--- src/rtl/mode_irq_pkg.sv ---
// Package: mode_irq_pkg
// Shared constants for the mode-controller interrupt register block.
// Assumes the bit positions below are decoded by software, so they are fixed.
package mode_irq_pkg;
    localparam int NUM_SRC  = 4;
    localparam int IDX_DONE = 0;
    localparam int IDX_SAFE = 1;
    localparam int IDX_MODE = 2;
    localparam int IDX_CFG  = 3;
endpackage

--- src/rtl/mode_irq_xfer_det.sv ---
// Module: mode_irq_xfer_det
// Detects the end of a mode transition (busy falling) and qualifies it by the
// target mode code present in that same cycle. Ends into either deep
// low-power mode produce no event.
// Assumes xfer_busy is synchronous to clk.
module mode_irq_xfer_det #(
    parameter int                 MODE_W  = 4,
    parameter logic [MODE_W-1:0]  LP_HALT = MODE_W'(8),
    parameter logic [MODE_W-1:0]  LP_STOP = MODE_W'(10)
) (
    input  logic              clk,
    input  logic              rst_n,
    input  logic              busy,
    input  logic [MODE_W-1:0] target,
    output logic              done_set
);
    logic busy_q;
    logic deep_lp;

    // Keep last cycle's busy level for edge detection.
    always_ff @(posedge clk) begin
        if (!rst_n) busy_q <= 1'b0;
        else        busy_q <= busy;
    end

    // Flag targets that must not report completion.
    always_comb begin
        deep_lp = (target == LP_HALT) || (target == LP_STOP);
    end

    // Completion event: busy fell and the target is not a deep low-power mode.
    always_comb begin
        done_set = busy_q && !busy && !deep_lp;
    end
endmodule

--- src/rtl/mode_irq_flag.sv ---
// Module: mode_irq_flag
// One sticky status bit: set by hardware, cleared by software, set has priority.
// Assumes set and clr are single-cycle qualified strobes.
module mode_irq_flag (
    input  logic clk,
    input  logic rst_n,
    input  logic set,
    input  logic clr,
    output logic q
);
    // Sticky bit update; a same-cycle set overrides the clear.
    always_ff @(posedge clk) begin
        if (!rst_n)   q <= 1'b0;
        else if (set) q <= 1'b1;
        else if (clr) q <= 1'b0;
    end
endmodule

--- src/rtl/mode_irq_bus.sv ---
// Module: mode_irq_bus
// Decodes the register bus: privilege-checked writes produce clear strobes for
// the status bits and a load strobe for the mask; reads return the addressed
// register zero-extended. Assumes single-cycle accesses, no wait states.
module mode_irq_bus #(
    parameter int                 ADDR_W    = 4,
    parameter int                 DATA_W    = 16,
    parameter int                 NUM_SRC   = 4,
    parameter logic [ADDR_W-1:0]  STAT_ADDR = ADDR_W'(0),
    parameter logic [ADDR_W-1:0]  MASK_ADDR = ADDR_W'(1)
) (
    input  logic               bus_sel,
    input  logic               bus_wr,
    input  logic               bus_priv,
    input  logic [ADDR_W-1:0]  bus_addr,
    input  logic [DATA_W-1:0]  bus_wdata,
    input  logic [NUM_SRC-1:0] status,
    input  logic [NUM_SRC-1:0] mask,
    output logic [NUM_SRC-1:0] clr_vec,
    output logic               mask_we,
    output logic [NUM_SRC-1:0] mask_wdata,
    output logic [DATA_W-1:0]  rdata
);
    logic wr_ok;

    // Only privileged writes may modify state.
    always_comb begin
        wr_ok = bus_sel && bus_wr && bus_priv;
    end

    // Write-one-to-clear strobes for the status register.
    always_comb begin
        clr_vec = (wr_ok && (bus_addr == STAT_ADDR)) ? bus_wdata[NUM_SRC-1:0] : '0;
    end

    // Mask load strobe and data.
    always_comb begin
        mask_we    = wr_ok && (bus_addr == MASK_ADDR);
        mask_wdata = bus_wdata[NUM_SRC-1:0];
    end

    // Read mux; unused bits and unmapped addresses return zero.
    always_comb begin
        rdata = '0;
        if (bus_sel && !bus_wr) begin
            if (bus_addr == STAT_ADDR)      rdata[NUM_SRC-1:0] = status;
            else if (bus_addr == MASK_ADDR) rdata[NUM_SRC-1:0] = mask;
        end
    end
endmodule

--- src/rtl/mode_irq_regs.sv ---
// Module: mode_irq_regs
// Top of the interrupt status/mask block. Gathers four mode-management events
// into sticky flags, holds a per-flag enable mask and drives one registered
// interrupt request. Assumes all inputs are synchronous to clk.
module mode_irq_regs #(
    parameter int                 ADDR_W    = 4,
    parameter int                 DATA_W    = 16,
    parameter int                 MODE_W    = 4,
    parameter logic [ADDR_W-1:0]  STAT_ADDR = ADDR_W'(0),
    parameter logic [ADDR_W-1:0]  MASK_ADDR = ADDR_W'(1),
    parameter logic [MODE_W-1:0]  LP_HALT   = MODE_W'(8),
    parameter logic [MODE_W-1:0]  LP_STOP   = MODE_W'(10)
) (
    input  logic              clk,
    input  logic              rst_n,
    input  logic              ev_bad_cfg,
    input  logic              ev_bad_mode,
    input  logic              safe_enter,
    input  logic              safe_by_hw,
    input  logic              xfer_busy,
    input  logic [MODE_W-1:0] xfer_target,
    input  logic              bus_sel,
    input  logic              bus_wr,
    input  logic              bus_priv,
    input  logic [ADDR_W-1:0] bus_addr,
    input  logic [DATA_W-1:0] bus_wdata,
    output logic [DATA_W-1:0] bus_rdata,
    output logic              irq
);
    localparam int NSRC = mode_irq_pkg::NUM_SRC;

    logic [NSRC-1:0] set_vec;
    logic [NSRC-1:0] clr_vec;
    logic [NSRC-1:0] status_q;
    logic [NSRC-1:0] mask_q;
    logic [NSRC-1:0] mask_wdata;
    logic            mask_we;
    logic            done_set;

    mode_irq_xfer_det #(
        .MODE_W  (MODE_W),
        .LP_HALT (LP_HALT),
        .LP_STOP (LP_STOP)
    ) u_xfer (
        .clk      (clk),
        .rst_n    (rst_n),
        .busy     (xfer_busy),
        .target   (xfer_target),
        .done_set (done_set)
    );

    // Route each event to its fixed status bit position.
    always_comb begin
        set_vec                         = '0;
        set_vec[mode_irq_pkg::IDX_CFG]  = ev_bad_cfg;
        set_vec[mode_irq_pkg::IDX_MODE] = ev_bad_mode;
        set_vec[mode_irq_pkg::IDX_SAFE] = safe_enter && safe_by_hw;
        set_vec[mode_irq_pkg::IDX_DONE] = done_set;
    end

    for (genvar i = 0; i < NSRC; i++) begin : g_flag
        mode_irq_flag u_flag (
            .clk   (clk),
            .rst_n (rst_n),
            .set   (set_vec[i]),
            .clr   (clr_vec[i]),
            .q     (status_q[i])
        );
    end

    mode_irq_bus #(
        .ADDR_W    (ADDR_W),
        .DATA_W    (DATA_W),
        .NUM_SRC   (NSRC),
        .STAT_ADDR (STAT_ADDR),
        .MASK_ADDR (MASK_ADDR)
    ) u_bus (
        .bus_sel    (bus_sel),
        .bus_wr     (bus_wr),
        .bus_priv   (bus_priv),
        .bus_addr   (bus_addr),
        .bus_wdata  (bus_wdata),
        .status     (status_q),
        .mask       (mask_q),
        .clr_vec    (clr_vec),
        .mask_we    (mask_we),
        .mask_wdata (mask_wdata),
        .rdata      (bus_rdata)
    );

    // Mask register, loaded by privileged writes.
    always_ff @(posedge clk) begin
        if (!rst_n)       mask_q <= '0;
        else if (mask_we) mask_q <= mask_wdata;
    end

    // Registered combined interrupt request.
    always_ff @(posedge clk) begin
        if (!rst_n) irq <= 1'b0;
        else        irq <= |(status_q & mask_q);
    end
endmodule

--- config.mk ---
export PLATFORM = sky130hd
export DESIGN_NAME = mode_irq_regs
export DESIGN_NICKNAME = d
export VERILOG_FILES = /design/src/rtl/mode_irq_pkg.sv /design/src/rtl/mode_irq_xfer_det.sv /design/src/rtl/mode_irq_flag.sv /design/src/rtl/mode_irq_bus.sv /design/src/rtl/mode_irq_regs.sv
export SDC_FILE = /design/constraint.sdc
export NUM_CORES = 1
export LEC_CHECK = 0
export ABC_AREA = 1
export BUFFER_PORTS_ARGS = -buffer_cell sky130_fd_sc_hd__buf_2
export CAP_MARGIN = 10
export CORE_MARGIN = 2
export CORE_UTILIZATION = 42
export CTS_CLUSTER_DIAMETER = 150
export DETAILED_ROUTE_END_ITERATION = 10
export HOLD_SLACK_MARGIN = 0.02
export PLACE_DENSITY = 0.84
export SKIP_CTS_REPAIR_TIMING = 1
export SLEW_MARGIN = 30
export SYNTH_ARGS = -nofsm -noshare
export SYNTH_HDL_FRONTEND = slang
export SYNTH_HIERARCHICAL = 1
export SYNTH_SLANG_ARGS = --single-unit
--- constraint.sdc ---
create_clock -name clk -period 1.7 [get_ports clk]
set_input_delay 0.085 -clock clk [delete_from_list [all_inputs] [get_ports clk]]
set_output_delay 0.085 -clock clk [all_outputs]
set_load 0.005 [all_outputs]
Yosys cells after proc, flatten, opt, wreduce, memory -nomap -nowiden
Cells that the tools add are included.

word-level totals
  register bits = 10
  latch bits = 0
  memory bits (writable) = 0
  ROM bits = 0
  input port bits = 34
  output and inout port bits = 17
  memories kept = 0

operators by class
  add/sub/neg operators = 0
  $mul = 0
  divide/modulo/power cells = 0
  order comparisons = 0
  eq/ne operators = 3
  shifts and indexed selects = 0
  muxes and demuxes = 12
  bitwise gates (word level) = 1
  reductions and logical operators = 18

operators with widths
  kind                                                             count
  4-bit two-way mux                                                4
  4-bit == test, second input constant                             2
  1-bit logical AND                                                8
  1-bit two-way mux                                                8
  2-bit nonzero test                                               4
  4-bit AND                                                        1
  4-bit by 1-bit == test with 1-bit output, second input constant  1
  4-bit logical NOT                                                1
  4-bit OR reduction                                               1
  1-bit logical NOT                                                3
  1-bit logical OR                                                 1

Logic depth before layout (Yosys ltp)
Gate-level depths: netlist of run 1.

  depth after elaboration = 6
  gate-level depth with buffers = 7
  mapped depth without buffers = 7

By module
The synthesis of run 1 kept the hierarchy.

modules (own cells, without submodules)
  module             times used  cells each  area each (um^2)
  mode_irq_bus       1           43          267.8
  mode_irq_regs      1           29          195.2
  mode_irq_flag      4           6           43.8
  mode_irq_xfer_det  1           10          57.6

Least setup slack after synthesis of run 1
No wires, ideal clock.

  path kind = in2reg
  from = input port bus_addr[3]
  to = register mask_q[3]
  setup time = 116 ps
  arrival time = 724 ps
  data required time = 1584 ps
  path slack = 860 ps
  stages on the path = 6
  path buffers = 0
  cell sequence = nor2_4 > nand2_1 > nor2_1 > inv_1 > nor2_1 > nor2_1

between the ends
  cells in the longest elaborated chain, start to end = 2

RTL lines
  item                                      RTL line             RTL
  start: declaration                        mode_irq_regs.sv:25  input logic [ADDR_W-1:0] bus_addr,
  4-bit by 1-bit == test with 1-bit output  mode_irq_bus.sv:38   mask_we = wr_ok && (bus_addr == MASK_ADDR);
  1-bit logical AND                         mode_irq_bus.sv:38
  named net mask_we                         mode_irq_regs.sv:37  logic mask_we;
  end signal: assignment                    mode_irq_regs.sv:94  else if (mask_we) mask_q <= mask_wdata;
  end: declaration                          mode_irq_regs.sv:35  logic [NSRC-1:0] mask_q;

The timed path passes the listed nets, and every way through them passes these cells.
A chain may end at the register's enable or synchronous reset.

Worst setup path after layout of run 1
  from = register g_flag[2].u_flag.q
  to = output port bus_rdata[2]

between the ends
  cells in the longest elaborated chain, start to end = 2

RTL lines
  item                      RTL line             RTL
  start: declaration        mode_irq_flag.sv:9   output logic q
  start signal: assignment  mode_irq_flag.sv:13  if (!rst_n) q <= 1'b0;
  start signal: assignment  mode_irq_flag.sv:14  else if (set) q <= 1'b1;
  start signal: assignment  mode_irq_flag.sv:15  else if (clr) q <= 1'b0;
  4-bit two-way mux         mode_irq_bus.sv:46   if (bus_addr == STAT_ADDR) rdata[NUM_SRC-1:0] = status;
  4-bit two-way mux         mode_irq_bus.sv:45   if (bus_sel && !bus_wr) begin
  end: declaration          mode_irq_regs.sv:27  output logic [DATA_W-1:0] bus_rdata,

Every way passes these cells.

==> results.md, run 1 <==
* Post-synthesis cell area at 695.7 sq um
* First-pass GRT wire length at 2097 um
* TNS Setup at 0 ns
* Clock Power Share at 33.2%
* Post-route cell area at 784.5 sq um
* R2r setup slk at 0.99 ns
* Power Internal at 355.5 uW
* DP Wirelength at 1039 um
* P per Cell Area at 615.4 mW/mm^2
* Num Clock Sinks at 10
* Clk buf depth at 2
* Drt total wl at 1283 um
* Net Sw Frac at 26.38%
* Die X at 44.70 um
* Worst vdd ir at 0.3566 mV
* Placeable Area at 0.001524 sq mm
* # setup viols final at 0
* Crit path cell chain: nand3_1, a21oi_1, buf_2
* Antenna violations before repair at 0
* P_leak at 0.4228 nW
* Synth unique cells at 14
* Critical path required time at 1.62 ns
* Final #Nets at 165
* Avg WL per Cell at 8.848 um
* Port-buffer cells at 25
* Final min period at 1.070 ns
* Die height at 44.70 um
* Final-report hold violation count at 0
* Final WS setup at 0.6303 ns
* Antenna Cells at 0
* Total track usage at 14.94%
* Grt total ovfl at 0
* Cell row count at 14
* Min Hold Slack at 0.02245 ns
* Commonest non-fill, non-tap cell in the layout: buf_2
* CP Launch Type: flop
* Max Cap Viol at 0
* DRC viols at 0
* Dpl cells at 142
* Final GP Congestion at 0.9003
* Pin count of the biggest net entering global routing at 11
* Share of cells above drive strength 1 at 28.68%
* Finished Layout Cells at 145
* Area fraction of the dominant cell type after synthesis at 28.78%
* Initial Util at 45.65%
* # fillers at 158
* Storage element area at 200.2 sq um
* TritonCTS buffer count at 3
* Die area at 0.001998 sq mm
* Area Growth Syn to Fin at 12.77%
* Final Util at 51.48%
* Worst reg2reg startpoint: u_xfer/busy_q
* Area of the multi-input gates at 334.1 sq um
* Crit Path Max Fanout at 3
* Area leader, netlist: dfxtp_1
* Max-slew violation count at 0
* Sequential share of power at 51.4%
* Avg Cell Area, Syn at 6.563 sq um
* Max Fclk at 0.9348 GHz
* Critical path's largest stage delay at 0.36 ns
* Vias per inst at 4.476
* Net Sw Power at 127.4 uW
* Crit path capture: bus_rdata[2]
* Cell Area, Placed at 762.0 sq um
* Comb power frac at 15.4%
* Crit Path Category: reg2out
* Ports at 51
* Outcome: completed
* Worst skew pair latency at 0.27 ns
* Layout Skew at 0.004934 ns
* CTS tree: built
* Fin crit share at 62.93%
* Vias in the first global route at 500
* Power Total at 482.8 uW
* Seq cells post-synth at 10
* Min-Delay Path Class: in2reg
* Crit-path slowest cell: dfxtp_1
* Yosys Warn Count at 6
* Crit. End Element: output port
* Most frequent cells in the layout: buf_2, inv_1, nand2_1
* Routed Antenna Nets at 0
* DR pass1 iterations at 4
* Pre-CTS setup slack at 0.5766 ns
* Starting DRT DRC Count at 15
* Vias at 649
* Reg2reg path depth at 6
* Clk pin slew, worst setup/hold paths at 0.06 ns
* Worst R2R End: g_flag[0].u_flag/q
* Sequential area share after synthesis at 28.78%
* CP arrival at 0.98 ns
* Crit. Startpoint: g_flag[2].u_flag/q
* Top cells by area, synth: dfxtp_1, buf_4, inv_1
* Clock Tree Root: clkbuf_4
* Synth Instances at 106
* H-tree depth at 1
* Unrepaired setup endpoints after global routing: false
[synth_stat cells]
cell	n
buf_4	16
dfxtp_1	10
inv_1	22
nor2_2	3
nor3b_1	4
nor2_1	11
conb_1	1
o21ai_0	4
nand2_1	15
a21oi_2	4
nand2_2	1
nand3_1	10
nor2_4	1
a21oi_1	4
[worst min-delay path by stage]
stage | from | endpoint | slack (ns) | cells past startpoint
4_1_cts | xfer_busy | u_xfer/busy_q | 0.02 | 3
5_1_grt | xfer_busy | u_xfer/busy_q | 0.05 | 3
6_report | xfer_busy | u_xfer/busy_q | 0.02 | 3
3_5_place_dp | xfer_busy | u_xfer/busy_q | 0.30 | 3
2_1_floorplan | xfer_busy | u_xfer/busy_q | 0.18 | 2
3_3_place_gp | xfer_busy | u_xfer/busy_q | 0.29 | 3
[metal layers]
metal  track usage [%]  share of wire, %  wire, um
met5                 0                 0         0
met4             10.91               1.9        25
met3             3.600                10       128
met2             20.58                43       558
met1             20.10                44       570
[worst max-delay path, delay by kind of cell, from the launching register on]
| family | cells | cell delay, ns |
|---|---|---|
| AND/OR/NAND/NOR | 1 | 0.09 |
| buffers and inverters | 1 | 0.13 |
| AO/OA/AOI/OAI | 1 | 0.15 |
| flip-flops | 1 | 0.36 |
[power groups by stage]
stage               logic [mW]  registers (mW)  clock network [mW]
finish                  0.0742           0.248               0.160
global route            0.0848           0.249               0.179
CTS                     0.0741           0.248               0.164
detailed placement      0.0740           0.253                   0
global placement        0.0718           0.253                   0
floorplan               0.0661           0.252                   0
[kinds of logic after synthesis]
family                 count (synthesis)  synth area share [%]
AO/OA/AOI/OAI                         12                 10.79
buffers and inverters                 38                 29.14
flip-flops                            10                 28.78
other                                  1                0.5391
AND/OR/NAND/NOR                       45                 30.76
[layout make-up]
type                    count  share of cell area (%)
clock buffers               3                   2.871
inverters                  22                   10.53
multi-input cells          69                   42.58
flip-flops and latches     10                   25.52
well taps                  16                   2.552
repair buffers             25                   15.95
[flip-flops by register name, indices dropped and copies added (netlist names)]
signal           count
g_flag.u_flag/q      4
mask_q               4
irq                  1
u_xfer/busy_q        1
(Power assumes the default switching activity.)
==> run 2, diff against run 1 <==
--- a/config.mk
+++ b/config.mk
@@ -9,11 +9,11 @@
 export BUFFER_PORTS_ARGS = -buffer_cell sky130_fd_sc_hd__buf_2
 export CAP_MARGIN = 10
 export CORE_MARGIN = 2
-export CORE_UTILIZATION = 42
+export CORE_UTILIZATION = 39
 export CTS_CLUSTER_DIAMETER = 150
 export DETAILED_ROUTE_END_ITERATION = 10
 export HOLD_SLACK_MARGIN = 0.02
-export PLACE_DENSITY = 0.84
+export PLACE_DENSITY = 0.79
 export SKIP_CTS_REPAIR_TIMING = 1
 export SLEW_MARGIN = 30
 export SYNTH_ARGS = -nofsm -noshare
==> constraint.sdc (replaced) <==
create_clock -name clk -period 1 [get_ports clk]
set_input_delay 0.05 -clock clk [delete_from_list [all_inputs] [get_ports clk]]
set_output_delay 0.05 -clock clk [all_outputs]
set_load 0.005 [all_outputs]
==> run 2 against run 1 <==
Net effect:
- worst hold slack better by 0.013 ns
- sequential share of layout area down 2.2 points
- power up 71%
- largest power group unchanged
==> results.md, run 2 (synthesis results as in run 1) <==
* Clk buf depth at 2
* DP Wirelength at 1134 um
* DR pass1 iterations at 4
* P_leak at 0.4518 nW
* Buf+Inv Stages, Crit Path at 1
* Post-route cell area at 900.9 sq um
* Layout Skew at 0.001066 ns
* TNS Setup at 0 ns
* Routed Antenna Nets at 0
* Biggest regs: g_flag.u_flag/q: 4 flops, mask_q: 4 flops
* TritonCTS buffer count at 3
* Avg WL per Cell at 9.321 um
* Power Total at 827.6 uW
* Min-Delay Path Class: in2reg
* Ports at 51
* Max Cap Viol at 0
* Placeable Area at 0.001708 sq mm
* Total track usage at 15.76%
* Pre-CTS setup slack at 0.07024 ns
* Cell row count at 15
* Fin crit share at 97.97%
* Crit-path slowest cell: dfxtp_2
* # fillers at 175
* Initial Util at 40.73%
* Antenna Cells at 0
* Num Clock Sinks at 10
* DRC viols at 0
* Max Fclk at 1.021 GHz
* Cell Area, Placed at 803.3 sq um
* Final #Nets at 170
* Share of cells above drive strength 1 at 45.52%
* Unrepaired setup endpoints after global routing: true
* Die height at 46.24 um
* H-tree depth at 1
* Critical path's largest stage delay at 0.36 ns
* Crit Path Max Fanout at 3
* Area of the multi-input gates at 389.1 sq um
* Clock Tree Root: clkbuf_4
* Crit. End Element: output port
* Critical path required time at 0.95 ns
* # setup viols final at 0
* Grt total ovfl at 0
* Crit path max-delay family: flip-flops
* Starting DRT DRC Count at 13
* Area Growth Syn to Fin at 29.50%
* Die area at 0.002138 sq mm
* Vias at 690
* Min Hold Slack at 0.03569 ns
* Storage element area at 210.2 sq um
* CTS tree: built
* Die X at 46.24 um
* Final-report hold violation count at 0
* Final min period at 0.9797 ns
* Final WS setup at 0.02032 ns
* Port-buffer cells at 25
* Crit. Startpoint: g_flag[2].u_flag/q
* Final GP Congestion at 0.8264
* Worst reg2reg startpoint: u_xfer/busy_q
* Pin count of the biggest net entering global routing at 11
* Outcome: completed
* Worst skew pair latency at 0.25 ns
* Vias per inst at 4.340
* Commonest non-fill, non-tap cell in the layout: buf_2
* CP arrival at 0.93 ns
* Hold Crit Start: ev_bad_mode
* Vias in the first global route at 605
* P per Cell Area at 918.7 mW/mm^2
* CP Launch Type: flop
* Crit path cell chain: nand3_2, a21oi_2, buf_2
* Max-slew violation count at 0
* Worst vdd ir at 0.7868 mV
* Drt total wl at 1482 um
* Antenna violations before repair at 0
* Crit Path Category: reg2out
* Clk pin slew, worst setup/hold paths at 0.06 ns
* First-pass GRT wire length at 2373 um
* Most frequent cells in the layout: buf_2, inv_1, nand2_1
[run 2: where the power goes]
part | switching (mW) | leakage, nW | internal (mW)
Sequential | 0.0132 | 0.0850 | 0.415
Clock | 0.112 | 0.0138 | 0.138
Combinational | 0.0846 | 0.353 | 0.0644
Total | 0.210 | 0.452 | 0.617
[run 2: worst register-to-register path, delay by kind of cell (launching register included)]
family	cells	cell delay (ns)
AO/OA/AOI/OAI	1	0.12
AND/OR/NAND/NOR	2	0.11
buffers and inverters	3	0.12
flip-flops	1	0.31
[run 2: layout make-up]
class,count,share of cell area (%)
multi-input combinational,69,43.19
clock buffer,3,2.500
timing repair buffer,30,18.33
inverter,22,9.167
sequential,10,23.33
tap,25,3.472
[run 2: layer usage]
metal | global-route usage, % | vias to the layer above | part of all wire, %
met5 | 0 | - | 0
met4 | 8.571 | 0 | 0.88
met3 | 2.745 | 2 | 6.8
met2 | 27.78 | 26 | 51
met1 | 17.65 | 310 | 41
li1 | - | 352 | -
[run 2: path summary, 6_finish.rpt]
| path | to | slack, ns | depth (start not counted) |
|---|---|---|---|
| worst max-delay path | bus_rdata[2] | 0.02 | 3 |
| worst min-delay path | g_flag[2].u_flag/q | 0.04 | 3 |
| worst max register to register | g_flag[0].u_flag/q | 0.26 | 6 |
| worst min register to register | g_flag[3].u_flag/q | 0.49 | 2 |
[run 2: per-stage QoR]
stage	cells	util (%)
after floorplan	117	-
after global placement	155	47.03
after detailed placement	155	47.03
after CTS	158	48.35
after global routing	159	52.75
final	159	52.75
==> run 3, diff against run 2 <==
--- a/config.mk
+++ b/config.mk
@@ -12,8 +12,10 @@
 export CORE_UTILIZATION = 39
 export CTS_CLUSTER_DIAMETER = 150
 export DETAILED_ROUTE_END_ITERATION = 10
+export GPL_TIMING_DRIVEN = 1
 export HOLD_SLACK_MARGIN = 0.02
 export PLACE_DENSITY = 0.79
+export RECOVER_POWER = 25
 export SKIP_CTS_REPAIR_TIMING = 1
 export SLEW_MARGIN = 30
 export SYNTH_ARGS = -nofsm -noshare
==> run 3 against run 2 <==
Net effect:
- cell count did not move
- clock-buffer cell count did not move
- highest routed layer unchanged
- flip-flop and latch count did not move
- register-to-register slack barely moved
- clock skew barely moved
- die area did not move
- critical path type unchanged
- combinational power barely moved
==> results.md, run 3 (synthesis results as in run 1) <==
* Fin crit share at 97.96%
* Power Internal at 616.8 uW
* Comb power frac at 17.9%
* Starting DRT DRC Count at 13
* Cell row count at 15
* Power Total at 827.1 uW
* Outcome: completed
* Ports at 51
* Hold endpoint: g_flag[2].u_flag/q
* Hold depth at 3
* Crit-path slowest cell: dfxtp_2
* Clock Power Share at 30.2%
* Clk pin slew, worst setup/hold paths at 0.06 ns
* Final-report hold violation count at 0
* TritonCTS buffer count at 3
* Commonest non-fill, non-tap cell in the layout: buf_2
* Max Fclk at 1.021 GHz
* Layout Skew at 0.001066 ns
* Die X at 46.24 um
* Max Cap Viol at 0
* Clock Tree Root: clkbuf_4
* Critical path required time at 0.95 ns
* Hold Crit Start: ev_bad_mode
* Die area at 0.002138 sq mm
* Worst R2R End: g_flag[0].u_flag/q
* Clk buf depth at 2
* Cell Area, Placed at 803.3 sq um
* Biggest regs: g_flag.u_flag/q: 4 flops, mask_q: 4 flops
* CP Launch Type: flop
* Crit Path Max Fanout at 3
* Crit path cell chain: nand3_2, a21oi_2, buf_2
* Crit Path Category: reg2out
* Sequential share of power at 51.8%
* First-pass GRT wire length at 2373 um
* # setup viols final at 0
* P_leak at 0.4490 nW
* Total track usage at 15.76%
* Placeable Area at 0.001708 sq mm
* CP arrival at 0.93 ns
* Die height at 46.24 um
* Num Clock Sinks at 10
* Max-slew violation count at 0
* Most frequent cells in the layout: buf_2, inv_1, nand2_1
* Final min period at 0.9796 ns
* Avg WL per Cell at 9.296 um
* Worst reg2reg startpoint: u_xfer/busy_q
* Worst vdd ir at 0.7865 mV
* DP Wirelength at 1134 um
* Vias per inst at 4.340
* Storage element area at 210.2 sq um
* Finished Layout Cells at 159
* Area of the multi-input gates at 389.1 sq um
* Net Sw Frac at 25.43%
* Critical path's largest stage delay at 0.36 ns
* Reg2reg path depth at 6
* Final #Nets at 170
* Antenna Cells at 0
* Antenna violations before repair at 0
* Final GP Congestion at 0.8264
* P per Cell Area at 919.3 mW/mm^2
* Vias at 690
* Routed Antenna Nets at 0
* Post-route cell area at 899.6 sq um
* Min Hold Slack at 0.03566 ns
* Pin count of the biggest net entering global routing at 11
* Net Sw Power at 210.3 uW
* Worst skew pair latency at 0.25 ns
* H-tree depth at 1
* Final Util at 52.67%
* Unrepaired setup endpoints after global routing: true
* Dpl cells at 155
* CTS tree: built
* Share of cells above drive strength 1 at 44.78%
* Crit. End Element: output port
* R2r setup slk at 0.26 ns
* Vias in the first global route at 605
* Grt total ovfl at 0
* Area Growth Syn to Fin at 29.32%
* # fillers at 176
* DRC viols at 0
* DR pass1 iterations at 4
* Initial Util at 40.73%
* Min-Delay Path Class: in2reg
* Port-buffer cells at 25
* Drt total wl at 1478 um
==> run 3: cell count changes in the layout (fill, tap and decap cells not counted) <==
cell,previous run,this run
clkbuf_1,0,1
buf_2,25,24
==> run 3: worst max path at each step <==
stage | start | slack (ns) | end | depth (start not counted)
floorplan | bus_addr[3] | 0.20 | mask_q[3] | 6
global placement | bus_addr[3] | 0.09 | g_flag[3].u_flag/q | 7
detailed placement | bus_wr | 0.07 | mask_q[2] | 6
CTS | g_flag[2].u_flag/q | -0.05 | bus_rdata[2] | 3
global route | mask_q[2] | -0.06 | bus_rdata[2] | 3
finish | g_flag[2].u_flag/q | 0.02 | bus_rdata[2] | 3
==> run 3: final cells by class <==
class	instances	area share, %
Multi-Input combinational cell	69	43.25
Sequential cell	10	23.37
Timing Repair Buffer	30	18.22
Inverter	22	9.179
Tap cell	25	3.477
Clock buffer	3	2.503
==> run 3: per-layer routing <==
layer  track usage [%]  up-vias  part of all wire, %
li1                  -      352                    -
met1             17.65      310                   41
met2             27.78       26                   51
met3             2.745        2                  6.7
met4             8.571        0                 0.88
met5                 0        -                    0
==> run 3: critical path: cells and delay by family, from the launching register on <==
family | cells | cell delay [ns]
AO/OA/AOI/OAI | 1 | 0.12
buffers and inverters | 1 | 0.12
flip-flops | 1 | 0.36
AND/OR/NAND/NOR | 1 | 0.08
==> run 3: power by group through the flow <==
| stage | registers [mW] | logic (mW) | clock network, mW |
|---|---|---|---|
| 2_1_floorplan | 0.428 | 0.112 | 0 |
| 3_3_place_gp | 0.431 | 0.130 | 0 |
| 3_5_place_dp | 0.432 | 0.135 | 0 |
| 4_1_cts | 0.424 | 0.136 | 0.264 |
| 5_1_grt | 0.429 | 0.170 | 0.286 |
| 6_report | 0.429 | 0.148 | 0.250 |
==> run 3: through the flow <==
stage / setup TNS, ns / setup WS [ns]
detailed placement: 0 / 0.07024
floorplan: 0 / 0.1950
global placement: 0 / 0.09276
CTS: -0.1170 / -0.04610
finish: 0 / 0.02039
global route: -0.1449 / -0.06198
